<file path="src/rtl/bcs_pkg.sv">
// Shared types for the bus cycle sequencer: cycle kinds, clock states,
// status encoding and kind classification helpers.
package bcs_pkg;

    typedef enum logic [2:0] {
        CYC_OPF  = 3'd0,
        CYC_MRD  = 3'd1,
        CYC_MWR  = 3'd2,
        CYC_IORD = 3'd3,
        CYC_IOWR = 3'd4,
        CYC_IACK = 3'd5,
        CYC_IDLE = 3'd6
    } cyc_kind_e;

    typedef enum logic [2:0] {
        TS_IDLE = 3'd0,
        TS_T1   = 3'd1,
        TS_T2   = 3'd2,
        TS_TW   = 3'd3,
        TS_T3   = 3'd4,
        TS_T4   = 3'd5,
        TS_HOLD = 3'd6
    } tstate_e;

    typedef struct packed {
        logic io_sel;
        logic st1;
        logic st0;
    } status_t;

    // Status pin code for each cycle kind
    function automatic status_t status_of(cyc_kind_e k);
        case (k)
            CYC_OPF:  return '{1'b0, 1'b1, 1'b1};
            CYC_MRD:  return '{1'b0, 1'b1, 1'b0};
            CYC_MWR:  return '{1'b0, 1'b0, 1'b1};
            CYC_IORD: return '{1'b1, 1'b1, 1'b0};
            CYC_IOWR: return '{1'b1, 1'b0, 1'b1};
            CYC_IACK: return '{1'b1, 1'b1, 1'b1};
            default:  return '{1'b0, 1'b0, 1'b0};
        endcase
    endfunction

    // Kinds that take a byte in from the shared pins
    function automatic logic is_read(cyc_kind_e k);
        return (k == CYC_OPF) || (k == CYC_MRD) || (k == CYC_IORD) || (k == CYC_IACK);
    endfunction

    // Kinds that drive a byte out on the shared pins
    function automatic logic is_write(cyc_kind_e k);
        return (k == CYC_MWR) || (k == CYC_IOWR);
    endfunction

    // Kinds that address the 8-bit port space
    function automatic logic is_port(cyc_kind_e k);
        return (k == CYC_IORD) || (k == CYC_IOWR);
    endfunction

endpackage

</file>
<file path="src/rtl/bcs_reset_filter.sv">
// Reset request filter. Counts consecutive low samples of rst_req_n and
// raises rst_out once RST_HOLD of them have been seen; any high sample
// clears the count. Assumes rst_req_n is already synchronous to clk.
module bcs_reset_filter #(
    parameter int RST_HOLD = 4
) (
    input  logic clk,
    input  logic rst_n,
    input  logic rst_req_n,
    output logic rst_out
);
    localparam int CW = $clog2(RST_HOLD + 1);
    localparam logic [CW-1:0] FULL = CW'(RST_HOLD);

    logic [CW-1:0] low_cnt;

    // Saturating count of consecutive low samples
    always_ff @(posedge clk) begin
        if (!rst_n) begin
            low_cnt <= '0;
        end else if (rst_req_n) begin
            low_cnt <= '0;
        end else if (low_cnt != FULL) begin
            low_cnt <= low_cnt + 1'b1;
        end
    end

    assign rst_out = (low_cnt == FULL);


    rst_cause_chk: assert property (@(posedge clk) disable iff (!rst_n)
        rst_out |-> $past(!rst_req_n));


    rst_release_chk: assert property (@(posedge clk) disable iff (!rst_n)
        rst_req_n |=> !rst_out);

endmodule

</file>
<file path="src/rtl/bcs_tstate_fsm.sv">
// Clock-state sequencer. Accepts one request per idle clock, latches its
// kind, address and write byte, steps T1-T2-(TW)*-T3[-T4] and enters the
// hold state from idle only. Captures the read byte on the edge that ends
// the last strobe clock. Assumes rst_act is a registered, glitch-free level.
module bcs_tstate_fsm
    import bcs_pkg::*;
#(
    parameter int ADDR_W = 16,
    parameter int DATA_W = 8
) (
    input  logic              clk,
    input  logic              rst_n,
    input  logic              rst_act,
    input  logic              req_valid,
    input  logic [2:0]        req_kind,
    input  logic [ADDR_W-1:0] req_addr,
    input  logic [DATA_W-1:0] req_wdata,
    input  logic              ready,
    input  logic              hold,
    input  logic [DATA_W-1:0] ad_in,
    output tstate_e           state,
    output cyc_kind_e         kind_q,
    output logic [ADDR_W-1:0] addr_q,
    output logic [DATA_W-1:0] wdata_q,
    output logic [DATA_W-1:0] rdata_q,
    output logic              req_take
);
    cyc_kind_e kind_in;

    // Map the spare code onto bus idle
    always_comb begin
        kind_in = (req_kind == 3'd7) ? CYC_IDLE : cyc_kind_e'(req_kind);
    end

    assign req_take = (state == TS_IDLE) && req_valid && !hold && !rst_act;

    // Advance the clock state and latch request fields
    always_ff @(posedge clk) begin
        if (!rst_n) begin
            state   <= TS_IDLE;
            kind_q  <= CYC_IDLE;
            addr_q  <= '0;
            wdata_q <= '0;
            rdata_q <= '0;
        end else if (rst_act) begin
            state <= TS_IDLE;
        end else begin
            case (state)
                TS_IDLE: begin
                    if (hold) begin
                        state <= TS_HOLD;
                    end else if (req_valid) begin
                        state   <= TS_T1;
                        kind_q  <= kind_in;
                        addr_q  <= req_addr;
                        wdata_q <= req_wdata;
                    end
                end
                TS_T1: state <= TS_T2;
                TS_T2, TS_TW: begin
                    if (kind_q == CYC_IDLE) begin
                        state <= TS_T3;
                    end else if (ready) begin
                        state <= TS_T3;
                        if (is_read(kind_q)) rdata_q <= ad_in;
                    end else begin
                        state <= TS_TW;
                    end
                end
                TS_T3:   state <= (kind_q == CYC_OPF) ? TS_T4 : TS_IDLE;
                TS_T4:   state <= TS_IDLE;
                TS_HOLD: if (!hold) state <= TS_IDLE;
                default: state <= TS_IDLE;
            endcase
        end
    end


    wait_cause_chk: assert property (@(posedge clk) disable iff (!rst_n)
        (state == TS_TW) |-> (!$past(ready) && $past(kind_q) != CYC_IDLE));


    fetch_len_chk: assert property (@(posedge clk) disable iff (!rst_n)
        (state == TS_T4) |-> ($past(state) == TS_T3 && kind_q == CYC_OPF));


    hold_entry_chk: assert property (@(posedge clk) disable iff (!rst_n)
        (state == TS_HOLD && $past(state) != TS_HOLD) |-> $past(state) == TS_IDLE);

endmodule

</file>
<file path="src/rtl/bcs_pin_drive.sv">
// Pin decoder. Turns the current clock state and latched request into
// latch pulse, shared-pin value and enable, upper address, strobes, status
// and drive enables. Purely combinational; forces the idle picture while
// the filtered reset is active.
module bcs_pin_drive
    import bcs_pkg::*;
#(
    parameter int ADDR_W = 16,
    parameter int DATA_W = 8
) (
    input  tstate_e             state,
    input  cyc_kind_e           kind_q,
    input  logic [ADDR_W-1:0]   addr_q,
    input  logic [DATA_W-1:0]   wdata_q,
    input  logic                rst_act,
    output logic                ale,
    output logic [DATA_W-1:0]   ad_out,
    output logic                ad_oe,
    output logic [ADDR_W-DATA_W-1:0] a_hi,
    output logic                a_hi_oe,
    output logic                rd_n,
    output logic                wr_n,
    output logic                inta_n,
    output logic                io_m,
    output logic                s1,
    output logic                s0,
    output logic                ctl_oe,
    output logic                hlda,
    output logic                rd_valid
);
    localparam int HI_W = ADDR_W - DATA_W;

    tstate_e eff;
    logic    in_cycle;
    logic    bi;
    status_t st;

    assign eff      = rst_act ? TS_IDLE : state;
    assign in_cycle = (eff == TS_T1) || (eff == TS_T2) || (eff == TS_TW) ||
                      (eff == TS_T3) || (eff == TS_T4);
    assign bi       = (kind_q == CYC_IDLE);

    // Decode pin levels for the current clock state
    always_comb begin
        ale      = 1'b0;
        ad_out   = '0;
        ad_oe    = 1'b0;
        a_hi     = addr_q[ADDR_W-1:DATA_W];
        a_hi_oe  = 1'b1;
        rd_n     = 1'b1;
        wr_n     = 1'b1;
        inta_n   = 1'b1;
        st       = '{1'b0, 1'b0, 1'b0};
        ctl_oe   = 1'b1;
        hlda     = 1'b0;
        rd_valid = 1'b0;
        if (in_cycle) begin
            st = status_of(kind_q);
            if (is_port(kind_q)) a_hi = HI_W'(addr_q[DATA_W-1:0]);
        end
        case (eff)
            TS_T1: begin
                if (!bi) begin
                    ale    = 1'b1;
                    ad_oe  = 1'b1;
                    ad_out = addr_q[DATA_W-1:0];
                end
            end
            TS_T2, TS_TW: begin
                if (is_write(kind_q)) begin
                    wr_n   = 1'b0;
                    ad_oe  = 1'b1;
                    ad_out = wdata_q;
                end else if (kind_q == CYC_IACK) begin
                    inta_n = 1'b0;
                end else if (is_read(kind_q)) begin
                    rd_n = 1'b0;
                end
            end
            TS_T3: begin
                if (is_write(kind_q)) begin
                    ad_oe  = 1'b1;
                    ad_out = wdata_q;
                end else if (is_read(kind_q)) begin
                    rd_valid = 1'b1;
                end
            end
            TS_HOLD: begin
                hlda    = 1'b1;
                a_hi_oe = 1'b0;
                ctl_oe  = 1'b0;
            end
            default: ;
        endcase
    end

    assign io_m = st.io_sel;
    assign s1   = st.st1;
    assign s0   = st.st0;

endmodule

</file>
<file path="src/rtl/bus_cycle_seq.sv">
// Bus cycle sequencer top. Ties the reset request filter, the clock-state
// sequencer and the pin decoder together. Tri-state is expressed as drive
// enables; the pad ring is assumed to combine ad_out/ad_oe/ad_in.
module bus_cycle_seq
    import bcs_pkg::*;
#(
    parameter int ADDR_W   = 16,
    parameter int DATA_W   = 8,
    parameter int RST_HOLD = 4
) (
    input  logic                     clk,
    input  logic                     rst_n,
    input  logic                     rst_req_n,
    input  logic                     req_valid,
    input  logic [2:0]               req_kind,
    input  logic [ADDR_W-1:0]        req_addr,
    input  logic [DATA_W-1:0]        req_wdata,
    output logic                     req_take,
    output logic [DATA_W-1:0]        rd_data,
    output logic                     rd_valid,
    input  logic                     ready,
    input  logic                     hold,
    output logic                     hlda,
    output logic                     rst_out,
    output logic                     ale,
    output logic [DATA_W-1:0]        ad_out,
    output logic                     ad_oe,
    input  logic [DATA_W-1:0]        ad_in,
    output logic [ADDR_W-DATA_W-1:0] a_hi,
    output logic                     a_hi_oe,
    output logic                     rd_n,
    output logic                     wr_n,
    output logic                     inta_n,
    output logic                     io_m,
    output logic                     s1,
    output logic                     s0,
    output logic                     ctl_oe
);
    tstate_e           state;
    cyc_kind_e         kind_q;
    logic [ADDR_W-1:0] addr_q;
    logic [DATA_W-1:0] wdata_q;

    bcs_reset_filter #(.RST_HOLD(RST_HOLD)) u_rst (
        .clk       (clk),
        .rst_n     (rst_n),
        .rst_req_n (rst_req_n),
        .rst_out   (rst_out)
    );

    bcs_tstate_fsm #(.ADDR_W(ADDR_W), .DATA_W(DATA_W)) u_fsm (
        .clk       (clk),
        .rst_n     (rst_n),
        .rst_act   (rst_out),
        .req_valid (req_valid),
        .req_kind  (req_kind),
        .req_addr  (req_addr),
        .req_wdata (req_wdata),
        .ready     (ready),
        .hold      (hold),
        .ad_in     (ad_in),
        .state     (state),
        .kind_q    (kind_q),
        .addr_q    (addr_q),
        .wdata_q   (wdata_q),
        .rdata_q   (rd_data),
        .req_take  (req_take)
    );

    bcs_pin_drive #(.ADDR_W(ADDR_W), .DATA_W(DATA_W)) u_pins (
        .state    (state),
        .kind_q   (kind_q),
        .addr_q   (addr_q),
        .wdata_q  (wdata_q),
        .rst_act  (rst_out),
        .ale      (ale),
        .ad_out   (ad_out),
        .ad_oe    (ad_oe),
        .a_hi     (a_hi),
        .a_hi_oe  (a_hi_oe),
        .rd_n     (rd_n),
        .wr_n     (wr_n),
        .inta_n   (inta_n),
        .io_m     (io_m),
        .s1       (s1),
        .s0       (s0),
        .ctl_oe   (ctl_oe),
        .hlda     (hlda),
        .rd_valid (rd_valid)
    );


    ale_phase_chk: assert property (@(posedge clk) disable iff (!rst_n)
        ale |-> (rd_n && wr_n && inta_n && ad_oe));


    ale_single_chk: assert property (@(posedge clk) disable iff (!rst_n)
        ale |=> !ale);


    strobe_excl_chk: assert property (@(posedge clk) disable iff (!rst_n)
        $countones({!rd_n, !wr_n, !inta_n}) <= 1);


    rdata_src_chk: assert property (@(posedge clk) disable iff (!rst_n)
        rd_valid |-> $past(!rd_n || !inta_n));


    hold_float_chk: assert property (@(posedge clk) disable iff (!rst_n)
        hlda |-> (!ad_oe && !a_hi_oe && !ctl_oe));


    hold_grant_chk: assert property (@(posedge clk) disable iff (!rst_n)
        $rose(hlda) |-> $past(hold));


    rst_quiet_chk: assert property (@(posedge clk) disable iff (!rst_n)
        rst_out |-> (rd_n && wr_n && inta_n && !ale && !req_take && !hlda));

endmodule

</file>
<file path="config.mk">
export PLATFORM = sky130hd
export DESIGN_NAME = bus_cycle_seq
export DESIGN_NICKNAME = d
export VERILOG_FILES = /design/src/rtl/bcs_pkg.sv /design/src/rtl/bcs_reset_filter.sv /design/src/rtl/bcs_tstate_fsm.sv /design/src/rtl/bcs_pin_drive.sv /design/src/rtl/bus_cycle_seq.sv
export SDC_FILE = /design/constraint.sdc
export NUM_CORES = 1
export LEC_CHECK = 0
export BUFFER_PORTS_ARGS = -buffer_cell sky130_fd_sc_hd__buf_2
export CORE_MARGIN = 5
export CORE_UTILIZATION = 35
export DETAILED_ROUTE_END_ITERATION = 10
export PLACE_DENSITY = 0.61
export SETUP_SLACK_MARGIN = 0.4
export SLEW_MARGIN = 20
export SYNTH_ARGS = -nofsm -noshare
export SYNTH_HDL_FRONTEND = slang
export SYNTH_HIERARCHICAL = 1
export SYNTH_SLANG_ARGS = --single-unit
</file>
<file path="constraint.sdc">
create_clock -name clk -period 5 [get_ports clk]
set_clock_uncertainty 0.2 [all_clocks]
set_input_delay 0 -clock clk [delete_from_list [all_inputs] [get_ports clk]]
set_output_delay 0 -clock clk [all_outputs]
set_load 0.01 [all_outputs]
</file>
# After elaboration in Yosys (flattened, before gate mapping)
# Index checks and enable logic that the tools add are counted.
# totals
input_bits	41
reg_bits	41
output_inout_bits	38
# classes
n_eq_ne	22
muxes	34
n_addsub	1
n_bitwise	4
n_reduce_logical	24
# op_table
operator	n
$mux W8	4
$eq A3 B3 Y1 const B	10
$mux W3	9
$eq A3 B2 Y1 const B	6
$pmux W3 S6	1
$mux W1	17
$pmux W8 S2	1
$pmux W3 S5	1
$eq A3 B1 Y1 const B	3
$logic_or A1 B1 Y1	9
$reduce_or A2 Y1	4
$logic_not A3 Y1	2
$ne A3 B3 Y1 const B	2
$reduce_and A5 Y1	1
$not A1 Y1	4
$reduce_and A4 Y1	1
$add A3 B1 Y3 const B	1
$logic_and A1 B1 Y1	3
$reduce_or A3 Y1	1
$logic_not A1 Y1	2
$ne A2 B2 Y1 const B	1
$pmux W1 S2	1
$reduce_and A2 Y1	1

# Longest topological paths before layout
# logic_depth
depth_word	8
mapped_depth	8
mapped_depth_nobuf	6

# Hierarchy
# The synthesis kept the hierarchy.
# by_module_without_submodules
mod	instances	area_per_inst_um2	cells_per_inst
bcs_tstate_fsm	1	1715.4	192
bcs_pin_drive	1	611.8	92
bcs_reset_filter	1	167.7	18

# Worst setup path before layout
# No wires, ideal clock.
# synth_path
path_type	register to output
from	register u_rst.low_cnt[0]
to	output port ad_out[0]
required_ps	4800
setup_slack_ps	2907
arrival_ps	1893
path_stages_with_launch	8
cell_sequence	dfxtp_1 -> inv_1 -> ha_1 -> and2_2 -> nor4b_1 -> o21a_1 -> clkbuf_1 -> a22o_1
# synth_between
elab_chain_len	5
elab_cells_between_ends	8
cone_classes	eq/ne: 5; mux: 2; reduce/logical: 1
# synth_lines
item	line	text
from (decl)	bcs_reset_filter.sv:15	logic [CW-1:0] low_cnt;
from (signal assigned)	bcs_reset_filter.sv:24	low_cnt <= low_cnt + 1'b1;
$eq A3 B3 Y1 (*)	bcs_reset_filter.sv:28	assign rst_out = (low_cnt == FULL);
net rst_out	bus_cycle_seq.sv:24	output logic rst_out,
$mux W3 (*)	bcs_pin_drive.sv:38	assign eff = rst_act ? TS_IDLE : state;
$eq A3 B3 Y1 or $eq A3 B2 Y1 (tied branches)	bcs_pin_drive.sv:61	case (eff)
$reduce_or A3 Y1 (no line)	--	
$pmux W8 S2 (*)	bcs_pin_drive.sv:61	
to (decl)	bus_cycle_seq.sv:26	output logic [DATA_W-1:0] ad_out,
# Mark *: on every way through the listed nets, which the timed path passes. The rest lies on a longest branch.

# Worst setup path after layout
# layout_path
from	register u_rst.low_cnt[0]
to	output port a_hi[5]
# layout_between
elab_chain_len	8
elab_cells_between_ends	12
cone_classes	eq/ne: 6; mux: 2; reduce/logical: 4
# layout_lines
item	line	text
$eq A3 B3 Y1 (*)	bcs_reset_filter.sv:28	
$mux W3 (*)	bcs_pin_drive.sv:38	
$eq A3 B1 Y1 or $eq A3 B2 Y1 (tied branches)	bcs_pin_drive.sv:39	assign in_cycle = (eff == TS_T1) || (eff == TS_T2) || (eff == TS_TW) ||
$logic_or A1 B1 Y1 (3 in series)	bcs_pin_drive.sv:39	
$logic_or A1 B1 Y1 (*)	bcs_pin_drive.sv:40	(eff == TS_T3) || (eff == TS_T4);
$mux W8 (*)	bcs_pin_drive.sv:57	if (in_cycle) begin
to (decl)	bus_cycle_seq.sv:29	output logic [ADDR_W-DATA_W-1:0] a_hi,
# Every way passes the cells marked *; elsewhere a longest branch is shown, timed or not.

==> flow_metrics.tcl <==
set metrics [dict create \
    cp_max_fo 20 \
    drtIter0Drc 161 \
    grt_antenna_before_repair 0 \
    clk-insertion-delay-late_ns 0.30 \
    timing_worst_setup_path_type "reg2out" \
    wl_met3_um 482 \
    path_cells "inv_1, ha_1, and2_2, a21o_1, a211o_1, a221oi_1, buf_2" \
    layout_common_cells "buf_2 (78), dlygate4sd3_1 (41), dfxtp_1 (41)" \
    place_congestion 0.880 \
    setup_viol 0 \
    htree_levels 2 \
    syn_to_final_growth_pct 33.6 \
    die_area_um2 8920 \
    port_buffers 78 \
    diodes 0 \
    worstMarginPinSlew_ns 1.09 \
    clkTransAtPathRegs_ns 0.08 \
    grt_setup_unrepaired "no" \
    ys.flop_type "dfxtp_1" \
    die_y_um 94.4 \
    initial_core_util 0.363 \
    grt_start_max_net_pins 47 \
    endpoint_kind "output port" \
    drive_above_1_share 0.272 \
    cts_buffers 5 \
    ys_seq_area_frac 0.329 \
    synth_edf_count 0 \
    cpMaxStageDelayCell "a211o_1" \
    ys_seq_elements 41 \
    via_per_inst 5.15 \
    cap_violations 0 \
    routed_wl_um 7190 \
    cpLargestDelayFamily "compound AO/OA/AOI/OAI gates" \
    grt_pass1_wl_um 11600 \
    yosysWarningCount 6 \
    synth_cells 302 \
    drc_errors 0 \
    mostFrequentLayoutCell "buf_2" \
    final_area_um2 3330 \
    synth.distinct_cells 53 \
    synthArstFlopShare 0 \
    postCtsSetupBuffers 0 \
    p_leak_nw 1.38 \
    placed_cell_area_um2 2840 \
    wl_per_cell_um 14.5 \
    vdd_drop_max_v 0.0000998 \
    vias 2562 \
    cts_root_buf "clkbuf_8" \
    p_per_area_nw_per_um2 241 \
    slew_viol_final 0 \
    drtAntennaViolNets 0 \
    met1_length_um 3230 \
    crit_arrival_ns 2.64 \
    synth_fp_nets 345 \
    status "completed" \
    drt_pass1_iterations 7 \
    die_w_um 94.4 \
    max-slew-margin-rel 0.267 \
    layout.nets 443 \
    crit_buf_inv 2 \
    cts_tree "yes" \
    clockBufferDepth 2 \
    cp_slowest_stage_delay_ns 0.45 \
    tns_ns 0 \
    core.rowCount 30 \
    num_io_pins 79 \
    hold_path_class "in2reg" \
    hold_viol_final 0 \
    grt_use_total 0.163 \
    min_period_ns 2.84 \
    top_layer "met4" \
    period_share 0.569 \
    crit_required_ns 4.80 \
    cts_sinks 41 \
    dpl.hpwl_um 4830 \
    cp-start-kind "flip-flop" \
    core_um2 6870 \
    fmax_mhz 352 \
    grt_overflow 0 \
    syn_area_um2 2490 \
    wl_met2_um 3350 \
    grt_pass1_vias 2375 \
    syn_area_per_cell_um2 8.26 \
]
## state kept, by name, indices dropped and copies added (netlist names)
register and flops:
u_fsm/rdata_q 8, u_rst/low_cnt 3, u_fsm/state 3, u_fsm/kind_q 3
u_fsm/wdata_q 8, u_fsm/addr_q 16
## stage by stage
step	setup slack, ns	std cells	utilization	hold WS, ns	power [W]
after floorplan	2.91	302	-	-0.0579	0.000530
after global placement	2.59	448	0.413	0.0475	0.000568
after detailed placement	2.51	448	0.413	0.0587	0.000571
after CTS	2.15	497	0.485	0.00913	0.000811
after global routing	1.94	497	0.485	0.0640	0.000852
final	2.16	497	0.485	0.0186	0.000804
## logic make-up (layout without fill, tap and decap cells)
group / Yosys count / count (layout) / share of synthesized area
multiplexers: 8 / 8 / 0.0321
XOR/XNOR: 1 / 1 / 0.00351
adder cells (fa/ha/maj): 2 / 2 / 0.0100
flip-flops: 41 / 41 / 0.329
AND/OR/NAND/NOR: 111 / 111 / 0.250
AO/OA/AOI/OAI: 95 / 95 / 0.278
buffers and inverters: 44 / 143 / 0.0968
## what timing repair did
action                    4_1_cts  5_1_grt
hold buffers                   41        0
resized for setup               0        0
hold endpoints to repair       41        0
## per-layer routing
metal,track usage,up-vias
met5,0,-
met4,0.0554,0
met3,0.0343,15
met2,0.264,89
met1,0.215,1152
li1,-,1306
## final timing paths
check | slack (ns) | cells past startpoint | from | endpoint
worst max register to register | 2.45 | 8 | u_rst/low_cnt[0] | u_fsm/kind_q[0]
worst max-delay path | 2.16 | 7 | u_rst/low_cnt[0] | a_hi[5]
worst min register to register | 0.26 | 2 | u_fsm/rdata_q[4] | u_fsm/rdata_q[4]
worst min-delay path | 0.02 | 2 | rst_n | u_fsm/kind_q[2]
## report_power, final
group,switching (W),internal (W)
registers,0.0000321,0.000344
logic,0.000115,0.000101
clock network,0.000116,0.0000963
## Yosys cell counts, types with 2 or more instances
library cell  instances  area share
a21boi_1             25       0.075
a21oi_1               3      0.0060
a221oi_1              8       0.028
a22o_1                8       0.028
a31oi_1               3      0.0075
buf_1                 3      0.0045
buf_2                 3      0.0060
buf_4                 3      0.0090
buf_6                 6       0.027
clkbuf_1             14       0.021
dfxtp_1              41        0.33
ha_1                  2       0.010
inv_1                13       0.020
mux2i_1               8       0.032
nand2_1              25       0.038
nand2b_1              7       0.018
nand3_1              31       0.062
nand3b_1              2      0.0060
nor2_1                8       0.012
nor2b_1               2      0.0050
nor3_1                3      0.0060
nor4_1                9       0.023
nor4b_1               2      0.0070
o21ai_0               3      0.0060
o21ai_1              27       0.054
o41ai_1               8       0.028
or2_2                 8       0.020
or3b_2                2      0.0070
## worst register-to-register path: cells and delay by family (launching register included)
family,cells,cell delay (ns)
AOI/OAI and AO/OA,1,0.14
and+or+nand+nor,3,0.57
DFF,1,0.39
adders and majority gates,1,0.25
buffers and inverters,3,0.94
## area by class of cell
class | instances | area, µm²
fill | 665 | 3540
tap | 96 | 120
sequential | 41 | 821
clock buffer | 5 | 68.8
inverter | 14 | 52.6
multi-input combinational | 217 | 1440
timing repair buffer | 121 | 816
clock inverter | 3 | 17.5
Note: power is estimated with default switching activity, not from simulation.
